[src/rtl/subq_pkg.sv]
package subq_pkg;
  localparam int unsigned SQ_DATA_BITS = 80;
  localparam int unsigned SQ_CRC_BITS  = 16;
  localparam logic [15:0] SQ_CRC_POLY  = 16'h1021;

  // one MSB-first CRC step for a single incoming bit
  function automatic logic [15:0] crc_step(input logic [15:0] crc, input logic b);
    logic fb;
    fb = crc[15] ^ b;
    return {crc[14:0], 1'b0} ^ (fb ? SQ_CRC_POLY : 16'h0000);
  endfunction
endpackage

[src/rtl/subq_hsync.sv]
module subq_hsync (
  input  logic clk,
  input  logic rst_n,
  input  logic async_i,
  output logic level_o,
  output logic rise_o
);
  logic s1, s2, s3;

  always_ff @(posedge clk or negedge rst_n) begin
    if (!rst_n) begin
      s1 <= 1'b1;
      s2 <= 1'b1;
      s3 <= 1'b1;
    end else begin
      s1 <= async_i;
      s2 <= s1;
      s3 <= s2;
    end
  end

  assign level_o = s2;
  assign rise_o  = s2 & ~s3;
endmodule

[src/rtl/subq_lockout.sv]
module subq_lockout #(
  parameter int unsigned LOCK_CYC = 13500
) (
  input  logic clk,
  input  logic rst_n,
  input  logic hclk_s_i,
  output logic busy_o
);
  localparam int unsigned LW = $clog2(LOCK_CYC + 1);
  logic [LW-1:0] cnt;

  always_ff @(posedge clk or negedge rst_n) begin
    if (!rst_n)              cnt <= '0;
    else if (!hclk_s_i)      cnt <= LW'(LOCK_CYC);
    else if (cnt != '0)      cnt <= cnt - 1'b1;
  end

  assign busy_o = !hclk_s_i || (cnt != '0);
endmodule

[src/rtl/subq_framer.sv]
module subq_framer
  import subq_pkg::*;
#(
  parameter int unsigned DATA_BITS = SQ_DATA_BITS,
  parameter int unsigned CRC_BITS  = SQ_CRC_BITS
) (
  input  logic                 clk,
  input  logic                 rst_n,
  input  logic                 vld_i,
  input  logic                 sync_i,
  input  logic                 bit_i,
  output logic                 done_o,
  output logic                 pass_o,
  output logic [DATA_BITS-1:0] data_o
);
  localparam int unsigned FRAME_BITS = DATA_BITS + CRC_BITS;
  localparam int unsigned CW = $clog2(FRAME_BITS + 1);
  localparam logic [CW-1:0] IDLE = CW'(FRAME_BITS);
  localparam logic [CW-1:0] LAST = CW'(FRAME_BITS - 1);
  localparam logic [CW-1:0] DEND = CW'(DATA_BITS);

  logic [FRAME_BITS-2:0] sp;
  logic [FRAME_BITS-1:0] sp_next;
  logic [CW-1:0]         cnt;
  logic [15:0]           crc;
  logic                  take;

  assign take    = vld_i && (sync_i || cnt != IDLE);
  assign sp_next = {sp, bit_i};

  always_ff @(posedge clk or negedge rst_n) begin
    if (!rst_n) begin
      sp  <= '0;
      cnt <= IDLE;
      crc <= '0;
    end else if (take) begin
      sp <= sp_next[FRAME_BITS-2:0];
      if (sync_i) begin
        cnt <= CW'(1);
        crc <= crc_step(16'h0000, bit_i);
      end else begin
        cnt <= cnt + 1'b1;
        if (cnt < DEND) crc <= crc_step(crc, bit_i);
      end
    end
  end

  assign done_o = vld_i && !sync_i && (cnt == LAST);
  assign pass_o = done_o && (sp_next[CRC_BITS-1:0] == ~crc);
  assign data_o = sp_next[FRAME_BITS-1:CRC_BITS];
endmodule

[src/rtl/subq_readout.sv]
module subq_readout #(
  parameter int unsigned DATA_BITS = 80
) (
  input  logic                 clk,
  input  logic                 rst_n,
  input  logic                 load_i,
  input  logic [DATA_BITS-1:0] data_i,
  input  logic                 shift_i,
  output logic                 sdo_o,
  output logic                 empty_o
);
  localparam int unsigned NBYTES = DATA_BITS / 8;
  localparam int unsigned LW = $clog2(DATA_BITS + 1);

  logic [DATA_BITS-1:0] rev;
  logic [DATA_BITS-1:0] rd;
  logic [LW-1:0]        left;

  for (genvar b = 0; b < NBYTES; b++) begin : g_byte
    for (genvar k = 0; k < 8; k++) begin : g_bit
      assign rev[b*8+k] = data_i[b*8+7-k];
    end
  end

  always_ff @(posedge clk or negedge rst_n) begin
    if (!rst_n) begin
      rd    <= '0;
      left  <= '0;
      sdo_o <= 1'b0;
    end else if (load_i) begin
      rd    <= rev;
      left  <= LW'(DATA_BITS);
      sdo_o <= 1'b1;
    end else if (shift_i && left != '0) begin
      sdo_o <= rd[DATA_BITS-1];
      rd    <= {rd[DATA_BITS-2:0], 1'b0};
      left  <= left - 1'b1;
    end
  end

  assign empty_o = (left == '0);
endmodule

[src/rtl/subq_reader.sv]
module subq_reader
  import subq_pkg::*;
#(
  parameter int unsigned DATA_BITS = SQ_DATA_BITS,
  parameter int unsigned CRC_BITS  = SQ_CRC_BITS,
  parameter int unsigned LOCK_CYC  = 13500
) (
  input  logic clk,
  input  logic rst_n,
  input  logic q_vld_i,
  input  logic q_sync_i,
  input  logic q_bit_i,
  input  logic hclk_i,
  output logic sdo_o,
  output logic crc_ok_o
);
  logic                 frame_done;
  logic                 frame_pass;
  logic [DATA_BITS-1:0] frame_data;
  logic                 hclk_s;
  logic                 host_rise;
  logic                 lock_busy;
  logic                 load_ev;
  logic                 rd_empty;

  subq_framer #(.DATA_BITS(DATA_BITS), .CRC_BITS(CRC_BITS)) u_framer (
    .clk(clk), .rst_n(rst_n), .vld_i(q_vld_i), .sync_i(q_sync_i), .bit_i(q_bit_i),
    .done_o(frame_done), .pass_o(frame_pass), .data_o(frame_data)
  );

  subq_hsync u_hsync (
    .clk(clk), .rst_n(rst_n), .async_i(hclk_i), .level_o(hclk_s), .rise_o(host_rise)
  );

  subq_lockout #(.LOCK_CYC(LOCK_CYC)) u_lock (
    .clk(clk), .rst_n(rst_n), .hclk_s_i(hclk_s), .busy_o(lock_busy)
  );

  assign load_ev = frame_pass && !lock_busy;

  subq_readout #(.DATA_BITS(DATA_BITS)) u_rd (
    .clk(clk), .rst_n(rst_n), .load_i(load_ev), .data_i(frame_data),
    .shift_i(host_rise), .sdo_o(sdo_o), .empty_o(rd_empty)
  );

  always_ff @(posedge clk or negedge rst_n) begin
    if (!rst_n)          crc_ok_o <= 1'b0;
    else if (frame_done) crc_ok_o <= frame_pass;
  end
endmodule

[config.mk]
export PLATFORM = sky130hd
export DESIGN_NAME = subq_reader
export DESIGN_NICKNAME = d
export VERILOG_FILES = /design/src/rtl/subq_pkg.sv /design/src/rtl/subq_hsync.sv /design/src/rtl/subq_lockout.sv /design/src/rtl/subq_framer.sv /design/src/rtl/subq_readout.sv /design/src/rtl/subq_reader.sv
export SDC_FILE = /design/constraint.sdc
export NUM_CORES = 1
export LEC_CHECK = 0
export ABC_AREA = 0
export BUFFER_PORTS_ARGS = -buffer_cell sky130_fd_sc_hd__buf_2
export CAP_MARGIN = 20
export CORE_ASPECT_RATIO = 0.5
export CORE_MARGIN = 2
export CORE_UTILIZATION = 35
export CTS_CLUSTER_DIAMETER = 120
export DETAILED_ROUTE_END_ITERATION = 8
export GPL_TIMING_DRIVEN = 0
export SYNTH_ARGS = -nofsm -noshare
export SYNTH_HDL_FRONTEND = slang
export SYNTH_HIERARCHICAL = 1
export SYNTH_SLANG_ARGS = --single-unit
[constraint.sdc]
create_clock -name clk -period 7.3 [get_ports clk]
set_clock_uncertainty 0.05 [all_clocks]
set_input_delay 1.46 -clock clk [delete_from_list [all_inputs] [get_ports clk]]
set_output_delay 1.46 -clock clk [all_outputs]
set_load 0.05 [all_outputs]
==> results of run 1 <==
-- stage by stage --
step	cells	utilization [%]	total power [mW]	area [um^2]
finish	1718	39.7	3.63	14300
global route	1718	39.7	3.83	14300
global placement	1674	37.4	2.39	13500
detailed placement	1676	37.6	2.42	13500
floorplan	1184	-	2.19	12800
CTS	1718	39.7	3.67	14300
-- per-layer routing --
| metal | vias to the layer above | wire length (um) |
|---|---|---|
| met5 | - | 0 |
| met4 | 0 | 491 |
| met3 | 38 | 1400 |
| met2 | 232 | 13500 |
| met1 | 4740 | 14400 |
| li1 | 4381 | - |
-- cell usage in the layout (no fill, tap or decap), types with 4 or more instances in the layout --
master / instances
nand2_1: 97
clkbuf_16: 25
nor4b_1: 80
xnor2_1: 15
buf_1: 4
nand3_1: 6
nor2_1: 14
buf_2: 23
clkbuf_8: 9
mux2i_1: 4
o2111ai_1: 78
o21ai_0: 14
buf_4: 86
a22o_1: 14
mux2_2: 12
a21oi_1: 86
buf_12: 9
o31ai_1: 4
dfrtp_1: 219
o211ai_1: 83
ha_1: 5
nor2b_1: 81
and2_1: 4
dfstp_2: 5
clkbuf_1: 81
nor4_1: 4
nand4_1: 4
xor2_1: 11
nor3_1: 5
mux2_4: 85
inv_1: 10
-- worst max-delay path, stage by stage --
cell and delay (ns):
buf_2 0.13, nand2b_1 0.19, nor4_1 0.60, and4_1 0.35, nor2b_1 0.15, clkbuf_1 0.34
clkbuf_1 0.58, clkbuf_1 0.45, nand2_1 0.15, o211ai_1 0.14
-- worst min path at each step --
stage	from	to	slack, ns	cells past startpoint
finish	u_hsync/s1$_DFF_PN1_	u_hsync/level_o$_DFF_PN1_	0.31	0
global route	u_hsync/s1$_DFF_PN1_	u_hsync/level_o$_DFF_PN1_	0.32	0
CTS	u_hsync/s1$_DFF_PN1_	u_hsync/level_o$_DFF_PN1_	0.31	0
detailed placement	u_hsync/s1$_DFF_PN1_	u_hsync/level_o$_DFF_PN1_	0.30	0
global placement	u_hsync/s1$_DFF_PN1_	u_hsync/level_o$_DFF_PN1_	0.30	0
floorplan	u_hsync/s1$_DFF_PN1_	u_hsync/level_o$_DFF_PN1_	0.30	0
-- registers in the layout, indices dropped and copies added (netlist names), 7 cells and up --
name	cells
u_framer/crc	16
u_rd/rd	80
u_rd/left	7
u_framer/sp	95
u_lock/cnt	14
u_framer/cnt	7
-- power breakdown --
group	switching, mW	internal (mW)
combinational	0.446	0.380
clock	0.503	0.715
sequential	0.161	1.43
total	1.11	2.52
-- area by class of cell --
cell class                 instances  area share [%]
multi-input combinational        754            41.4
sequential                       224            39.2
buffer                           195            8.73
clock buffer                      40            5.40
tap                              484            4.23
timing repair buffer               8           0.665
inverter                          11           0.289
clock inverter                     2          0.0700
==> results.yml, run 1 <==
sta:
  rsz0062_at_grt: "no"
  fin_crit_sh_pct: 57.1
  slew_headroom_pct: 48.1
  setup_ws_ns: 3.13
  fin_hold_ws_ns: 0.307
  setup_tns_ns: 0
  hold_violations: 0
  slew_violations: 0
  fin_crit_ns: 4.17
  finalSetupViolations: 0
  fmax_mhz: 240
  tightest_slew_ns: 0.772
placed_design:
  place_congestion: 0.808
  port_buffers: 6
  dp_hpwl_um: 19100
  dpl_worst_slack_ns: 2.62
synth:
  synth_area_mm2: 0.0128
  synth.avg_cell_area_um2: 10.8
  syn-num-nets: 1195
  yosysWarningCount: 6
  syn_inst: 1184
critical_path:
  cp-startpoint: "q_sync_i"
  cp-endpoint: "u_rd/rd[32]$_DFFE_PN0P_"
  cp.required_ns: 7.68
  r2r-end: "u_rd/rd[32]$_DFFE_PN0P_"
  cp.arrival_ns: 4.55
  cp-end-kind: "flip-flop"
  crit_type: "input pin to flip-flop"
  rrSetupSlack_ns: 3.53
  startpoint_type: "input pin"
  rr_worst_depth: 10
  crit_fanout: 10
  reg2reg_from: "u_framer/cnt[1]$_DFFE_PN0P_"
drt:
  wl_per_cell_um: 17.4
  first_pass_iters: 5
  vias: 9391
  drt-total-wl_um: 29900
  final_antenna_net_count: 0
  avgViaCountPerCell: 5.47
  drc: 0
  initialDrtViolationCount: 696
cts:
  clkTransAtPathRegs_ns: 0.06
  ctsHoldBuffers: 0
  insertion_delay_ns: 0.53
  h-tree-depth: 1
  cts_resized: 0
  post_cts_buffers: 0
  cts_tree: "built"
  clockBufferDepth: 3
  cts_buffers: 24
  clockRootBuffer: "clkbuf_16"
  clock-sinks: 224
global_routing:
  grt.met3_usage_pct: 2.81
  grt_overflow: 0
  antenna_found_initial: 0
  grt_pass1_wl_um: 50300
  grt_busiest_layer: "met2"
  met1_usage_pct: 22.9
  track_usage_pct: 15.7
  met2_usage_pct: 24.2
  first_global_vias: 9425
  grt_max_degree: 119
finish:
  multi_input_area_mm2: 0.00592
  diodes: 0
  fin_nets: 1229
  area_growth_syn_to_layout_pct: 11.6
  drive_gt1_share_pct: 22.7
  n_fill_cell: 3465
  final-seq-area_mm2: 0.00561
min_path:
  hold_path_class: "flip-flop to flip-flop"
floorplan:
  core-area_mm2: 0.0360
  num_rows: 49
  die_w_um: 275
  die_area_mm2: 0.0383
  start_util_pct: 35.6
  io_pins: 8
  die_h_um: 139
outcome:
  status: "completed"
power_and_ir_drop:
  ir_drop_uv: 173
  power.leakage_nw: 5.84
  power_density_mw_per_mm2: 254
run:
  maxCapViolCount: 0
Note: power is estimated with default switching activity, not from simulation.
==> inputs of run 2 (changes only) <==
--- a/config.mk
+++ b/config.mk
@@ -5,7 +5,7 @@
 export SDC_FILE = /design/constraint.sdc
 export NUM_CORES = 1
 export LEC_CHECK = 0
-export ABC_AREA = 0
+export ABC_AREA = 1
 export BUFFER_PORTS_ARGS = -buffer_cell sky130_fd_sc_hd__buf_2
 export CAP_MARGIN = 20
 export CORE_ASPECT_RATIO = 0.5
==> constraint.sdc (replaced) <==
create_clock -name clk -period 4.1 [get_ports clk]
set_clock_uncertainty 0.05 [all_clocks]
set_input_delay 0.82 -clock clk [delete_from_list [all_inputs] [get_ports clk]]
set_output_delay 0.82 -clock clk [all_outputs]
set_load 0.05 [all_outputs]
==> results.yml, run 2 <==
finish:
  area_growth_syn_to_layout_pct: 13.0
  fin_nets: 1451
  multi_input_area_mm2: 0.00416
  stdcell_area_mm2: 0.0128
  stdcell_count: 1890
  layout_common_cells: "nand2_1 (550), dfrtp_1 (219), inv_1 (129)"
  drive_gt1_share_pct: 19.8
  largest_reg_flops: 95
  layout_commonest_cell: "nand2_1"
  reg.largest.list: "u_framer/sp x95, u_rd/rd x80, u_framer/crc x16"
  final-seq-area_mm2: 0.00561
  diodes: 0
  regMostFlops: "u_framer/sp"
  n_fill_cell: 3257
power_and_ir_drop:
  power.leakage_nw: 6.36
  internal_power_mw: 4.65
  power_mw: 6.57
  power_density_mw_per_mm2: 512
  p_sw_mw: 1.92
  power_frac_comb_pct: 21.1
  p_sw_share_pct: 29.3
  ir_drop_uv: 246
  pwr-share-seq_pct: 43.7
  power_frac_clock_pct: 35.2
floorplan:
  num_rows: 46
  die_w_um: 259
  die_h_um: 131
  start_util_pct: 35.7
  die_area_mm2: 0.0339
  core-area_mm2: 0.0318
  io_pins: 8
placed_design:
  placed_cell_area_mm2: 0.0120
  port_buffers: 6
  dpl_worst_slack_ns: 0.577
  dp_hpwl_um: 14900
  dp_cells: 1846
  place_congestion: 0.792
cts:
  clkTransAtPathRegs_ns: 0.06
  ctsHoldBuffers: 0
  insertion_delay_ns: 0.52
  clockBufferDepth: 3
  clock-sinks: 224
  clockRootBuffer: "clkbuf_16"
  post_cts_buffers: 0
  cts_buffers: 24
  cts_resized: 0
  cts_tree: "built"
  h-tree-depth: 1
synth:
  yosysWarningCount: 6
  synthDominantCellAreaShare_pct: 48.3
  yosysMostFrequentCell: "nand2_1"
  synth_common_cells: "nand2_1 (550), dfrtp_1 (219), inv_1 (129), o21ai_0 (83), buf_4 (82)"
  synth_edf_count: 0
  synthFlopType: "dfrtp_1"
  syn_inst: 1406
  synth_area_mm2: 0.0113
  netlist_top_cells_area: "dfrtp_1 (48%), nand2_1 (18%), buf_4 (5.4%), inv_1 (4.3%), o21ai_2 (3.9%)"
  synth.avg_cell_area_um2: 8.06
  ys_seq_area_share_pct: 49.5
  syn-num-nets: 1417
  synth.distinct_cells: 31
  synth-seq-cells: 224
  async_flop_share_pct: 100
  yosys.area.top_type: "dfrtp_1"
sta:
  hold_violations: 0
  finalSetupViolations: 0
  fmax_mhz: 310
  slew_headroom_pct: 64.1
  fin_crit_sh_pct: 78.8
  fin_crit_ns: 3.23
  setup_ws_ns: 0.870
  rsz0062_at_grt: "no"
  tightest_slew_ns: 0.538
  slew_violations: 0
  fin_hold_ws_ns: 0.131
critical_path:
  cp-end-kind: "flip-flop"
  crit_fanout: 10
  crit_type: "flip-flop to flip-flop"
  cp.required_ns: 4.44
  cp.arrival_ns: 3.57
  startpoint_type: "flip-flop"
drt:
  drt-total-wl_um: 22700
  wl_per_cell_um: 12.0
  initialDrtViolationCount: 540
  final_antenna_net_count: 0
  avgViaCountPerCell: 4.41
  vias: 8341
  first_pass_iters: 4
  drc: 0
global_routing:
  track_usage_pct: 13.6
  antenna_found_initial: 0
  grt_overflow: 0
  grt_max_degree: 104
  grt_pass1_wl_um: 38800
  first_global_vias: 7784
min_path:
  hold_path_class: "input pin to asynchronous set/reset pin"
run:
  maxCapViolCount: 0
outcome:
  status: "completed"
[run 2: final cells by class]
| type | instances | area share (%) |
|---|---|---|
| Sequential cell | 224 | 43.8 |
| Multi-Input combinational cell | 904 | 32.5 |
| Buffer | 143 | 8.21 |
| Clock buffer | 38 | 5.73 |
| Tap cell | 432 | 4.22 |
| Inverter | 135 | 3.99 |
| Clock inverter | 6 | 0.849 |
| Timing Repair Buffer | 8 | 0.742 |
[run 2: metal layers]
layer	up-vias	global-route usage, %	wire length (um)
met5	-	0	0
met4	0	2.67	354
met3	26	2.31	537
met2	62	21.0	9830
met1	3915	20.1	12000
li1	4338	-	-
[run 2: path summary, 6_finish.rpt]
path	endpoint	cells after the start	slack, ns	startpoint
setup / recovery	u_rd/rd[9]$_DFFE_PN0P_	14	0.87	u_framer/cnt[1]$_DFFE_PN0P_
hold / removal	u_framer/sp[6]$_DFFE_PN0P_	1	0.13	rst_n
setup reg to reg	u_rd/rd[9]$_DFFE_PN0P_	14	0.87	u_framer/cnt[1]$_DFFE_PN0P_
hold reg to reg	u_hsync/level_o$_DFF_PN1_	0	0.31	u_hsync/s1$_DFF_PN1_
max in group asynchronous	u_lock/cnt[4]$_DFFE_PN0P_	3	2.69	rst_n
min in group clk	u_hsync/level_o$_DFF_PN1_	0	0.31	u_hsync/s1$_DFF_PN1_
[run 2: metrics by stage]
stage	util, %	TNS, ns
after floorplan	-	0
after global placement	37.5	-430.19
after detailed placement	37.7	0
after CTS	40.3	0
after global routing	40.3	0
final	40.3	0
[run 2: cell families after synthesis]
family	share of synthesized area, %
xor+xnor	0.232
flops	49.5
simple gates	25.4
fa+ha+maj	0.552
buf+inv	13.8
compound gates	10.6
[run 2: worst max-delay path: stages, from the launching register on]
cell	delay, ns
dfrtp_1	0.39
ha_1	0.19
nand2_1	0.07
nor2_1	0.23
nand2_1	0.08
nor2_1	0.29
nand3_1	0.12
nor2_1	0.36
inv_1	0.10
nor2_2	0.18
buf_4	0.23
inv_1	0.09
nand2_2	0.16
clkbuf_1	0.44
o21ai_1	0.11
[run 2: power by group through the flow]
stage	registers, mW	clock network (mW)	logic [mW]
after floorplan	2.87	0	1.12
after global placement	2.90	0	1.37
after detailed placement	2.91	0	1.39
after CTS	2.87	2.38	1.40
after global routing	2.93	2.47	1.59
final	2.87	2.31	1.38
